<file path="src/rtl/bseq_pkg.sv">
// Package: shared types for the burst address sequencer.
// Assumes: nothing beyond a single-bit order select.
package bseq_pkg;

    // Burst order as latched at load time.
    typedef enum logic {
        ORD_LINEAR = 1'b0,
        ORD_XOR    = 1'b1
    } order_e;

endpackage

</file>
<file path="src/rtl/bseq_track.sv">
// Module: bseq_track
// Holds the burst state: the latched starting offset, the latched order,
// the beat index and a flag that marks an active burst.
// Assumes: load has priority over advance; advance is ignored until the
// first load after reset; the index wraps naturally at 2**ADDR_W.
module bseq_track
    import bseq_pkg::*;
#(
    parameter int ADDR_W = 2
) (
    input  logic              clk,
    input  logic              rst_n,
    input  logic              load_i,
    input  logic [ADDR_W-1:0] start_off_i,
    input  logic              adv_n_i,
    input  logic              mode_i,
    output logic [ADDR_W-1:0] off_o,
    output logic [ADDR_W-1:0] idx_o,
    output order_e            order_o,
    output logic              live_o
);

    localparam logic [ADDR_W-1:0] IDX_STEP = ADDR_W'(1);

    logic [ADDR_W-1:0] off_q;
    logic [ADDR_W-1:0] idx_q;
    order_e            order_q;
    logic              live_q;

    // Capture the offset and order on load, and step the index on a qualified advance.
    always_ff @(posedge clk) begin
        if (!rst_n) begin
            off_q   <= '0;
            idx_q   <= '0;
            order_q <= ORD_LINEAR;
            live_q  <= 1'b0;
        end else if (load_i) begin
            off_q   <= start_off_i;
            idx_q   <= '0;
            order_q <= order_e'(mode_i);
            live_q  <= 1'b1;
        end else if (live_q && !adv_n_i) begin
            idx_q   <= idx_q + IDX_STEP;
        end
    end

    assign off_o   = off_q;
    assign idx_o   = idx_q;
    assign order_o = order_q;
    assign live_o  = live_q;

endmodule

</file>
<file path="src/rtl/bseq_map.sv">
// Module: bseq_map
// Combinational map from (offset, beat index, order) to the beat address.
// Assumes: the linear sum is truncated to ADDR_W bits (modulo wrap).
module bseq_map
    import bseq_pkg::*;
#(
    parameter int ADDR_W = 2
) (
    input  logic [ADDR_W-1:0] off_i,
    input  logic [ADDR_W-1:0] idx_i,
    input  order_e            order_i,
    output logic [ADDR_W-1:0] addr_o
);

    logic [ADDR_W-1:0] xor_addr;
    logic [ADDR_W-1:0] lin_addr;

    // Exclusive-OR order, built one bit at a time.
    for (genvar b = 0; b < ADDR_W; b++) begin : g_xor_bit
        assign xor_addr[b] = off_i[b] ^ idx_i[b];
    end

    // Linear order: modulo add.
    assign lin_addr = off_i + idx_i;

    // Pick the order that was latched at load.
    always_comb begin
        addr_o = (order_i == ORD_XOR) ? xor_addr : lin_addr;
    end

endmodule

</file>
<file path="src/rtl/burst_addr_seq.sv">
// Module: burst_addr_seq (top)
// Burst address sequencer with run-time choice of exclusive-OR or linear
// wrap order. The outputs depend only on registers, so they are stable
// through the whole cycle.
// Assumes: the caller keeps the upper address bits; one burst spans
// 2**ADDR_W beats.
module burst_addr_seq
    import bseq_pkg::*;
#(
    parameter int ADDR_W = 2
) (
    input  logic              clk,
    input  logic              rst_n,
    input  logic              load_i,
    input  logic [ADDR_W-1:0] start_off_i,
    input  logic              adv_n_i,
    input  logic              mode_i,
    output logic [ADDR_W-1:0] addr_o,
    output logic              last_o
);

    localparam int                BEATS    = 1 << ADDR_W;
    localparam logic [ADDR_W-1:0] LAST_IDX = ADDR_W'(BEATS - 1);

    logic [ADDR_W-1:0] off_w;
    logic [ADDR_W-1:0] idx_w;
    order_e            order_w;
    logic              live_w;

    bseq_track #(.ADDR_W(ADDR_W)) u_track (
        .clk         (clk),
        .rst_n       (rst_n),
        .load_i      (load_i),
        .start_off_i (start_off_i),
        .adv_n_i     (adv_n_i),
        .mode_i      (mode_i),
        .off_o       (off_w),
        .idx_o       (idx_w),
        .order_o     (order_w),
        .live_o      (live_w)
    );

    bseq_map #(.ADDR_W(ADDR_W)) u_map (
        .off_i   (off_w),
        .idx_i   (idx_w),
        .order_i (order_w),
        .addr_o  (addr_o)
    );

    // Flag the final beat of an active burst.
    always_comb begin
        last_o = live_w && (idx_w == LAST_IDX);
    end

endmodule

</file>
<file path="config.mk">
export PLATFORM = sky130hd
export DESIGN_NAME = burst_addr_seq
export DESIGN_NICKNAME = d
export VERILOG_FILES = /design/src/rtl/bseq_pkg.sv /design/src/rtl/bseq_track.sv /design/src/rtl/bseq_map.sv /design/src/rtl/burst_addr_seq.sv
export SDC_FILE = /design/constraint.sdc
export NUM_CORES = 1
export LEC_CHECK = 0
export ABC_AREA = 1
export BUFFER_PORTS_ARGS = -buffer_cell sky130_fd_sc_hd__buf_4
export CAP_MARGIN = 20
export CELL_PAD_IN_SITES_DETAIL_PLACEMENT = 1
export CELL_PAD_IN_SITES_GLOBAL_PLACEMENT = 2
export CORE_MARGIN = 4
export CORE_UTILIZATION = 23
export DETAILED_ROUTE_END_ITERATION = 16
export PLACE_DENSITY_LB_ADDON = 0.3
export SLEW_MARGIN = 0
export SYNTH_ARGS = -nofsm -noshare
export SYNTH_HDL_FRONTEND = slang
export SYNTH_SLANG_ARGS = --single-unit
</file>
<file path="constraint.sdc">
create_clock -name clk -period 1.1 [get_ports clk]
set_input_delay 0.055 -clock clk [delete_from_list [all_inputs] [get_ports clk]]
set_output_delay 0.055 -clock clk [all_outputs]
set_load 0.01 [all_outputs]
</file>
# --- Word-level counts from Yosys, hierarchy flattened ---
# Index checks and enable logic that the tools add are counted.
classes:
  bitwise_logic: 3
  n_reduce_logical: 4
  n_eq_ne: 1
  add_sub_neg: 2
  muxes: 1
op_table:
  columns: ["operator", "count"]
  rows:
  - ["2-bit by 1-bit adder with 2-bit output, second input constant", 1]
  - ["2-bit adder", 1]
  - ["2-bit == test, second input constant", 1]
  - ["1-bit logical AND", 2]
  - ["2-bit two-way mux", 1]
  - ["2-bit OR reduction", 1]
  - ["1-bit bitwise XOR", 2]
  - ["1-bit logical NOT", 1]
  - ["1-bit inverter", 1]
totals:
  reg_bits: 6
  input_bits: 7
  out_inout_bits: 3

# --- Depth between registers and ports, before layout ---
# Gate-level depths: netlist (run 1).
logic_depth:
  depth_word: 2
  mapped_depth: 6

# --- By module ---
# A second synthesis (run 1) with hierarchy kept.
hier_totals:
  hier_cells: 49
  area_unflattened_um2: 309.0
by_module_without_submodules:
  columns: ["module", "area_each_um2", "seq_area_each_um2", "n_inst", "cells_each"]
  rows:
  - ["bseq_track", 227.7, 120.1, 1, 31]
  - ["bseq_map", 67.6, 0.0, 1, 15]
  - ["burst_addr_seq", 13.8, 0.0, 1, 3]

# --- Worst setup path after synthesis (run 1) ---
# No wires, ideal clock.
synth_timing:
  kind: "register to register"
  startpoint: "register u_track.idx_q[0], in the netlist u_track.idx_o[0]"
  endpoint: "register u_track.idx_q[1], in the netlist u_track.idx_o[1]"
  n_path_buf: 0
  t_required_ns: 0.987
  arrival_ns: 0.769
  path_stages_with_launch: 4
  setup_time_ns: 0.113
  path_slack_ns: 0.219
  cell_sequence: "dfxtp_1 -> ha_1 -> o21ai_2 -> nor2_1"
synth_via:
  elab_chain_cells: 1
synth_rtl:
  columns: ["item", "line", "source"]
  rows:
  - ["start, declared", "bseq_track.sv:26", "logic [ADDR_W-1:0] idx_q;"]
  - ["start signal, assigned", "bseq_track.sv:43", "idx_q <= idx_q + IDX_STEP;"]
  - ["2-bit by 1-bit adder with 2-bit output", "bseq_track.sv:43", null]
# Every way passes these cells.
# A chain may end at the register's enable or synchronous reset.

# --- Worst setup path after layout (run 1) ---
layout_timing:
  startpoint: "register u_track.idx_q[0], in the netlist u_track.idx_o[0]"
  endpoint: "output port last_o"
layout_via:
  elab_chain_cells: 2
layout_rtl:
  columns: ["item", "line", "source"]
  rows:
  - ["2-bit == test", "burst_addr_seq.sv:52", "last_o = live_w && (idx_w == LAST_IDX);"]
  - ["1-bit logical AND", "burst_addr_seq.sv:52", null]
  - ["end, declared", "burst_addr_seq.sv:19", "output logic last_o"]
# Every way passes these cells.

==> results of run 1 <==
-- sequential cells by signal, indices dropped and copies added (netlist names) --
name             cells
u_track.idx_o        2
u_track.order_o      1
u_track.live_o       1
u_track.off_o        2
-- metrics by stage --
stage               instances  setup TNS (ns)  total power, mW  worst slack (ns)  cell area, um^2
floorplan                  47               0            0.291             0.219              324
global placement           70               0            0.330            0.0225              407
detailed placement         70               0            0.330            0.0488              407
CTS                        74          -0.193            0.557           -0.0988              455
global route               74          -0.286            0.578            -0.143              458
finish                     74          -0.149            0.546           -0.0825              458
-- cell usage after synthesis, drive strengths merged --
library cell / n
nor2: 9
nand2: 10
a21oi: 3
ha: 2
clkbuf: 1
o21ai: 4
nand3: 2
dfxtp: 6
inv: 10
-- timing repair --
item,4_1_cts,5_1_grt
buffers inserted,1,0
setup endpoints to repair,1,2
pin swaps,1,1
resized for setup,6,1
-- area by class of cell --
type	instances	area, um^2
clock buffer	3	22.5
fill	160	860
tap	15	18.8
sequential	6	123
inverter	10	37.5
multi-input combinational	30	178
timing repair buffer	10	78.8
-- worst max-delay path, delay by kind of cell (launching register included) --
family                   cells  cell delay [ns]
flip-flops                   1             0.33
buffers and inverters        3             0.30
adder cells (fa/ha/maj)      1             0.18
AND/OR/NAND/NOR              1             0.06
-- final timing paths --
path	startpoint	to	cells past startpoint
setup / recovery	u_track.idx_o[0]	last_o	5
hold / removal	start_off_i[0]	u_track.off_o[0]	3
setup reg to reg	u_track.idx_o[0]	u_track.idx_o[1]	4
hold reg to reg	u_track.order_o	u_track.order_o	2
-- cell families after synthesis --
| group | count (synthesis) | synth area share (%) |
|---|---|---|
| buf+inv | 11 | 12.7 |
| fa+ha+maj | 2 | 7.72 |
| simple gates | 21 | 30.5 |
| compound gates | 7 | 12.0 |
| flops | 6 | 37.1 |
-- power by group through the flow --
stage          Sequential, mW  Combinational (mW)  Clock [mW]
4_1_cts                 0.242              0.0926       0.223
3_3_place_gp            0.244              0.0854           0
3_5_place_dp            0.244              0.0858           0
2_1_floorplan           0.242              0.0491           0
5_1_grt                 0.244               0.105       0.229
6_report                0.242              0.0904       0.213
-- layer usage --
metal	global-route usage, %	vias up	share of wire [%]	wire (um)
met5	0	-	0	0
met4	8.77	0	4.4	29
met1	10.9	124	44	295
met2	10.3	7	46	308
met3	2.37	5	4.5	30
li1	-	170	-	-
==> results.md, run 1 <==
* Fin nets at 70
* Clk slew on worst S/H paths at 0.05 ns
* GP Congestion at 0.759
* Chip width at 45.5 um
* Largest area contributor in the netlist: dfxtp_1
* Clk_skew at 0.0000258 ns
* Full die area at 2070 um^2
* First-pass GRT wire length at 1170 um
* Largest net degree at the start of global routing at 7
* Remaining DRCs at 0
* Vias in the first global route at 290
* Fin crit share at 107%
* Number of I/O pins at 10
* Final Hold Fails at 0
* Share of cells above drive strength 1 at 42.4%
* Antenna cell count at 0
* Final setup fails at 2
* Crit end category: primary output
* Power per cell area at 1190 nW/um^2
* Switch share at 26.4%
* Pleak at 0.224 nW
* Routed WL per cell at 8.96 um
* Worst skew pair latency at 0.25 ns
* Row count at 13
* Worst Setup Path Type: flip-flop to primary output
* Max stage delay cell, worst path: dfxtp_2
* Commonest cells after routing, fill and taps aside: 10 x nand2_1, 9 x buf_4, 6 x inv_1
* Fin util at 34.8%
* Worst Path Arrival at 1.13 ns
* Initial DRC count at 2
* Final WS setup at -0.0825 ns
* Failing checks: setup timing
* Relative slew slack at 89.0%
* Status: complete, but fails checks
* Register bit total from synthesis at 6
* Synth Net Count at 56
* CP dominant cell by count: buf_4
* Vias at 306
* Vias per cell at 4.14
* Crit-path cells: buf_4, ha_1, nand2_1, inv_1, buf_4
* Max-slew violation count at 0
* Area grow syn2layout at 41.3%
* Switching power of the nets at 144 uW
* Max-Cap Viols at 0
* Syn Area/Cell at 6.89 um^2
* Mapped Area at 324 um^2
* Hold slack at 0.0350 ns
* Initial antenna violation count at 0
* Startpoint types: flip-flop
* Synth area leaders: dfxtp_1 37%, nand2_1 12%, inv_1 8.1%
* Peak supply drop at 511 uV
* Delay of the slowest cell on the worst path at 0.33 ns
* Drt first pass iters at 2
* Clock share of power at 39.1%
* Commonest non-fill, non-tap cell in the layout: nand2_1
* Root Driver: clkbuf_4
* Max frequency at 846 MHz
* Die H at 45.5 um
* Worst-Margin Slew at 0.165 ns
* Sequential-to-total area share from yosys stat at 37.1%
* FF-to-FF setup slack at 0.06 ns
* Total track usage at 8.39%
* Hold Path Class: input port to flip-flop
* Port bufs at 9
* Post-DP HPWL at 543 um
* CTS Hold Bufs at 0
* Area of the core at 1320 um^2
* CTS Sinks at 6
* Unique masters post-synth at 14
* Combinational Power Share at 16.6%
* Final min period at 1.18 ns
* Sequential power share at 44.3%
* Total Wirelength at 663 um
* Clk buf depth at 2
* Syn. warnings at 0
* Antenna Nets Post-Route at 0
* CTS H-tree lvls at 1
* Crit path required time at 1.04 ns
* Post-synth top area share at 37.1%
* CP Max Fanout at 3
* Initial Util at 24.6%
* Mapped Cells at 47
* TritonCTS clock tree: yes
* Total grt overflow at 0
* Cell Int Power at 402 uW
* RSZ-0062 raised after global routing: yes
* CTS Buf Count at 3
No activity file was read; power rests on OpenSTA's default activity.
==> run 2: changes to the inputs <==
--- a/config.mk
+++ b/config.mk
@@ -10,9 +10,10 @@
 export CAP_MARGIN = 20
 export CELL_PAD_IN_SITES_DETAIL_PLACEMENT = 1
 export CELL_PAD_IN_SITES_GLOBAL_PLACEMENT = 2
-export CORE_MARGIN = 4
-export CORE_UTILIZATION = 23
+export CORE_AREA = 4 4 41 43
+export CTS_BUF_LIST = sky130_fd_sc_hd__clkbuf_8
 export DETAILED_ROUTE_END_ITERATION = 16
+export DIE_AREA = 0 0 45 47
 export PLACE_DENSITY_LB_ADDON = 0.3
 export SLEW_MARGIN = 0
 export SYNTH_ARGS = -nofsm -noshare
==> results.md, run 2 (same netlist as run 1, synthesis figures left out) <==
* Initial antenna violation count at 0 (unchanged)
* Relative slew slack at 89.1% (about the same)
* Worst Hold Depth at 3 (unchanged)
* Clock share of power at 49.7% (+11 points)
* Fin nets at 71 (+1.4%)
* Filler instances at 171 (+6.9%)
* Area of the core at 1300 um^2 (-1.2%)
* Vias at 311 (+1.6%)
* Startpoint types: flip-flop
* Worst-Margin Slew at 0.162 ns (-0.00261 ns)
* Final setup fails at 1 (-1)
* Pleak at 0.235 nW (+4.9%)
* Remaining DRCs at 0 (unchanged)
* Commonest non-fill, non-tap cell in the layout: nand2_1
* Area grow syn2layout at 57.5%
* Crit end category: primary output
* CP Max Fanout at 2 (-1)
* Post-DP HPWL at 574 um (+5.8%)
* Switching power of the nets at 157 uW (+9.0%)
* Share of cells above drive strength 1 at 50.0% (+7.6 points)
* Die H at 47 um (+3.2%)
* Peak supply drop at 568 uV (+11%)
* Sequential power share at 36.1% (-8.2 points)
* Row count at 13 (unchanged)
* CTS Buf Count at 3 (unchanged)
* Routed WL per cell at 9.85 um (+10%)
* Max-Cap Viols at 0 (unchanged)
* Antenna cell count at 0 (unchanged)
* Number of I/O pins at 10 (unchanged)
* Total Wirelength at 739 um (+11%)
* Total grt overflow at 0 (unchanged)
* Full die area at 2120 um^2 (+2.0%)
* CTS H-tree lvls at 1 (unchanged)
* Final Hold Fails at 0 (unchanged)
* GP Congestion at 0.651 (-14%)
* Switch share at 23.4% (-3.1 points)
* Total track usage at 9.09% (+0.70 points)
* Vias in the first global route at 312 (+7.6%)
* Dpl cells at 70 (unchanged)
* Port bufs at 9 (unchanged)
* Power per cell area at 1320 nW/um^2 (+11%)
* Worst skew pair latency at 0.22 ns (-0.03 ns)
* Root Driver: clkbuf_8
* Clk buf depth at 2 (unchanged)
* Worst Setup Path Type: flip-flop to primary output
* Drt first pass iters at 1 (-1)
* Vias per cell at 4.15 (+0.28%)
* Largest net degree at the start of global routing at 7 (unchanged)
* Placement Setup Slack at 0.0275 ns (-0.0214 ns)
* CTS Hold Bufs at 0 (unchanged)
* CTS Sinks at 6 (unchanged)
* Initial DRC count at 0 (-2)
* Clk slew on worst S/H paths at 0.04 ns (about the same)
* Hold slack at 0.0574 ns (+0.0225 ns)
* First-pass GRT wire length at 1260 um (+8.2%)
* RSZ-0062 raised after global routing: yes
* TritonCTS clock tree: yes
* Hold Path Class: input port to flip-flop
* Status: complete, but fails checks
* Max frequency at 868 MHz (+2.7%)
* Fin crit share at 105% (-2.8 points)
* Antenna Nets Post-Route at 0 (unchanged)
* Initial Util at 24.9% (+0.31 points)
* Worst Path Arrival at 1.10 ns (-0.03 ns)
* Chip width at 45 um (-1.2%)
* FF-to-FF setup slack at 0.17 ns (+0.11 ns)
* Final WS setup at -0.0516 ns (+0.0309 ns)
* Max-slew violation count at 0 (unchanged)
* Cell Int Power at 515 uW (+28%)
* Clk_skew at 0.0000871 ns (+0.0000613 ns)
* Final min period at 1.15 ns (-0.0309 ns)
* Hold EP: u_track.off_o[0]
* Fin util at 39.2% (+4.5 points)
* Commonest cells after routing, fill and taps aside: 9 x nand2_1, 8 x buf_4, 5 x inv_2, 5 x inv_1, 5 x nor2_1
* Hold Path Origin: start_off_i[0]
* R2r startpoint: u_track.idx_o[0]
* Final Non-Filler Cells at 75 (+1.4%)
* Failing checks: setup timing
* Reg2Reg Capture Point: u_track.idx_o[1]
* Reg2Reg Depth at 4 (unchanged)
* Crit path required time at 1.04 ns (about the same)
* Combinational Power Share at 14.2% (-2.4 points)
* Tot Pwr at 673 uW (+23%)
## run 2: cell count changes in the layout (fill, tap and decap cells not counted), sizes merged
| cell | before | now |
|---|---|---|
| buf | 10 | 11 |
## run 2: worst max-delay path by stage
stage	startpoint	endpoint	slack, ns
after detailed placement	u_track.idx_o[0]	addr_o[1]	0.03
final	u_track.off_o[0]	addr_o[1]	-0.05
after CTS	u_track.idx_o[0]	addr_o[1]	-0.08
after floorplan	u_track.idx_o[0]	u_track.idx_o[1]	0.22
after global placement	u_track.idx_o[0]	addr_o[1]	0.03
after global routing	u_track.off_o[0]	addr_o[1]	-0.14
## run 2: timing repair
item	in CTS	in global routing
gates resized for setup	6	9
hold endpoints to repair	0	0
buffers inserted	1	1
setup endpoints to repair	1	2
pin swaps	1	4
## run 2: cell type report
| class | instances | area (um^2) | area share, % |
|---|---|---|---|
| sequential | 6 | 126 | 24.8 |
| clock buffer | 3 | 41.3 | 8.09 |
| tap | 15 | 18.8 | 3.68 |
| multi-input combinational | 30 | 193 | 37.7 |
| inverter | 10 | 37.5 | 7.35 |
| timing repair buffer | 11 | 93.8 | 18.4 |
## run 2: stage by stage
| stage | instance area [um^2] | TNS, ns |
|---|---|---|
| 6_report | 510 | -0.0516 |
| 5_1_grt | 510 | -0.157 |
| 4_1_cts | 474 | -0.131 |
| 3_5_place_dp | 407 | 0 |
| 3_3_place_gp | 407 | 0 |
| 2_1_floorplan | 324 | 0 |
## run 2: power by group through the flow
| stage | clock network [mW] | registers (mW) | logic (mW) |
|---|---|---|---|
| floorplan | 0 | 0.242 | 0.0491 |
| global route | 0.362 | 0.245 | 0.109 |
| finish | 0.334 | 0.243 | 0.0957 |
| detailed placement | 0 | 0.244 | 0.0864 |
| CTS | 0.343 | 0.243 | 0.0931 |
| global placement | 0 | 0.244 | 0.0854 |
## run 2: critical path, cell delays in order (launching register included)
cell,delay [ns]
dfxtp_2,0.34
ha_4,0.14
inv_2,0.03
nor2_2,0.06
nand3_1,0.08
nand2_1,0.07
inv_1,0.04
buf_6,0.11
## run 2: routing by layer
| layer | wire length (um) | GRT usage [%] | share of wire (%) |
|---|---|---|---|
| met5 | 0 | 0 | 0 |
| met4 | 14 | 7.02 | 1.9 |
| met3 | 54 | 4.60 | 7.3 |
| met2 | 364 | 13.8 | 49 |
| met1 | 306 | 9.57 | 41 |
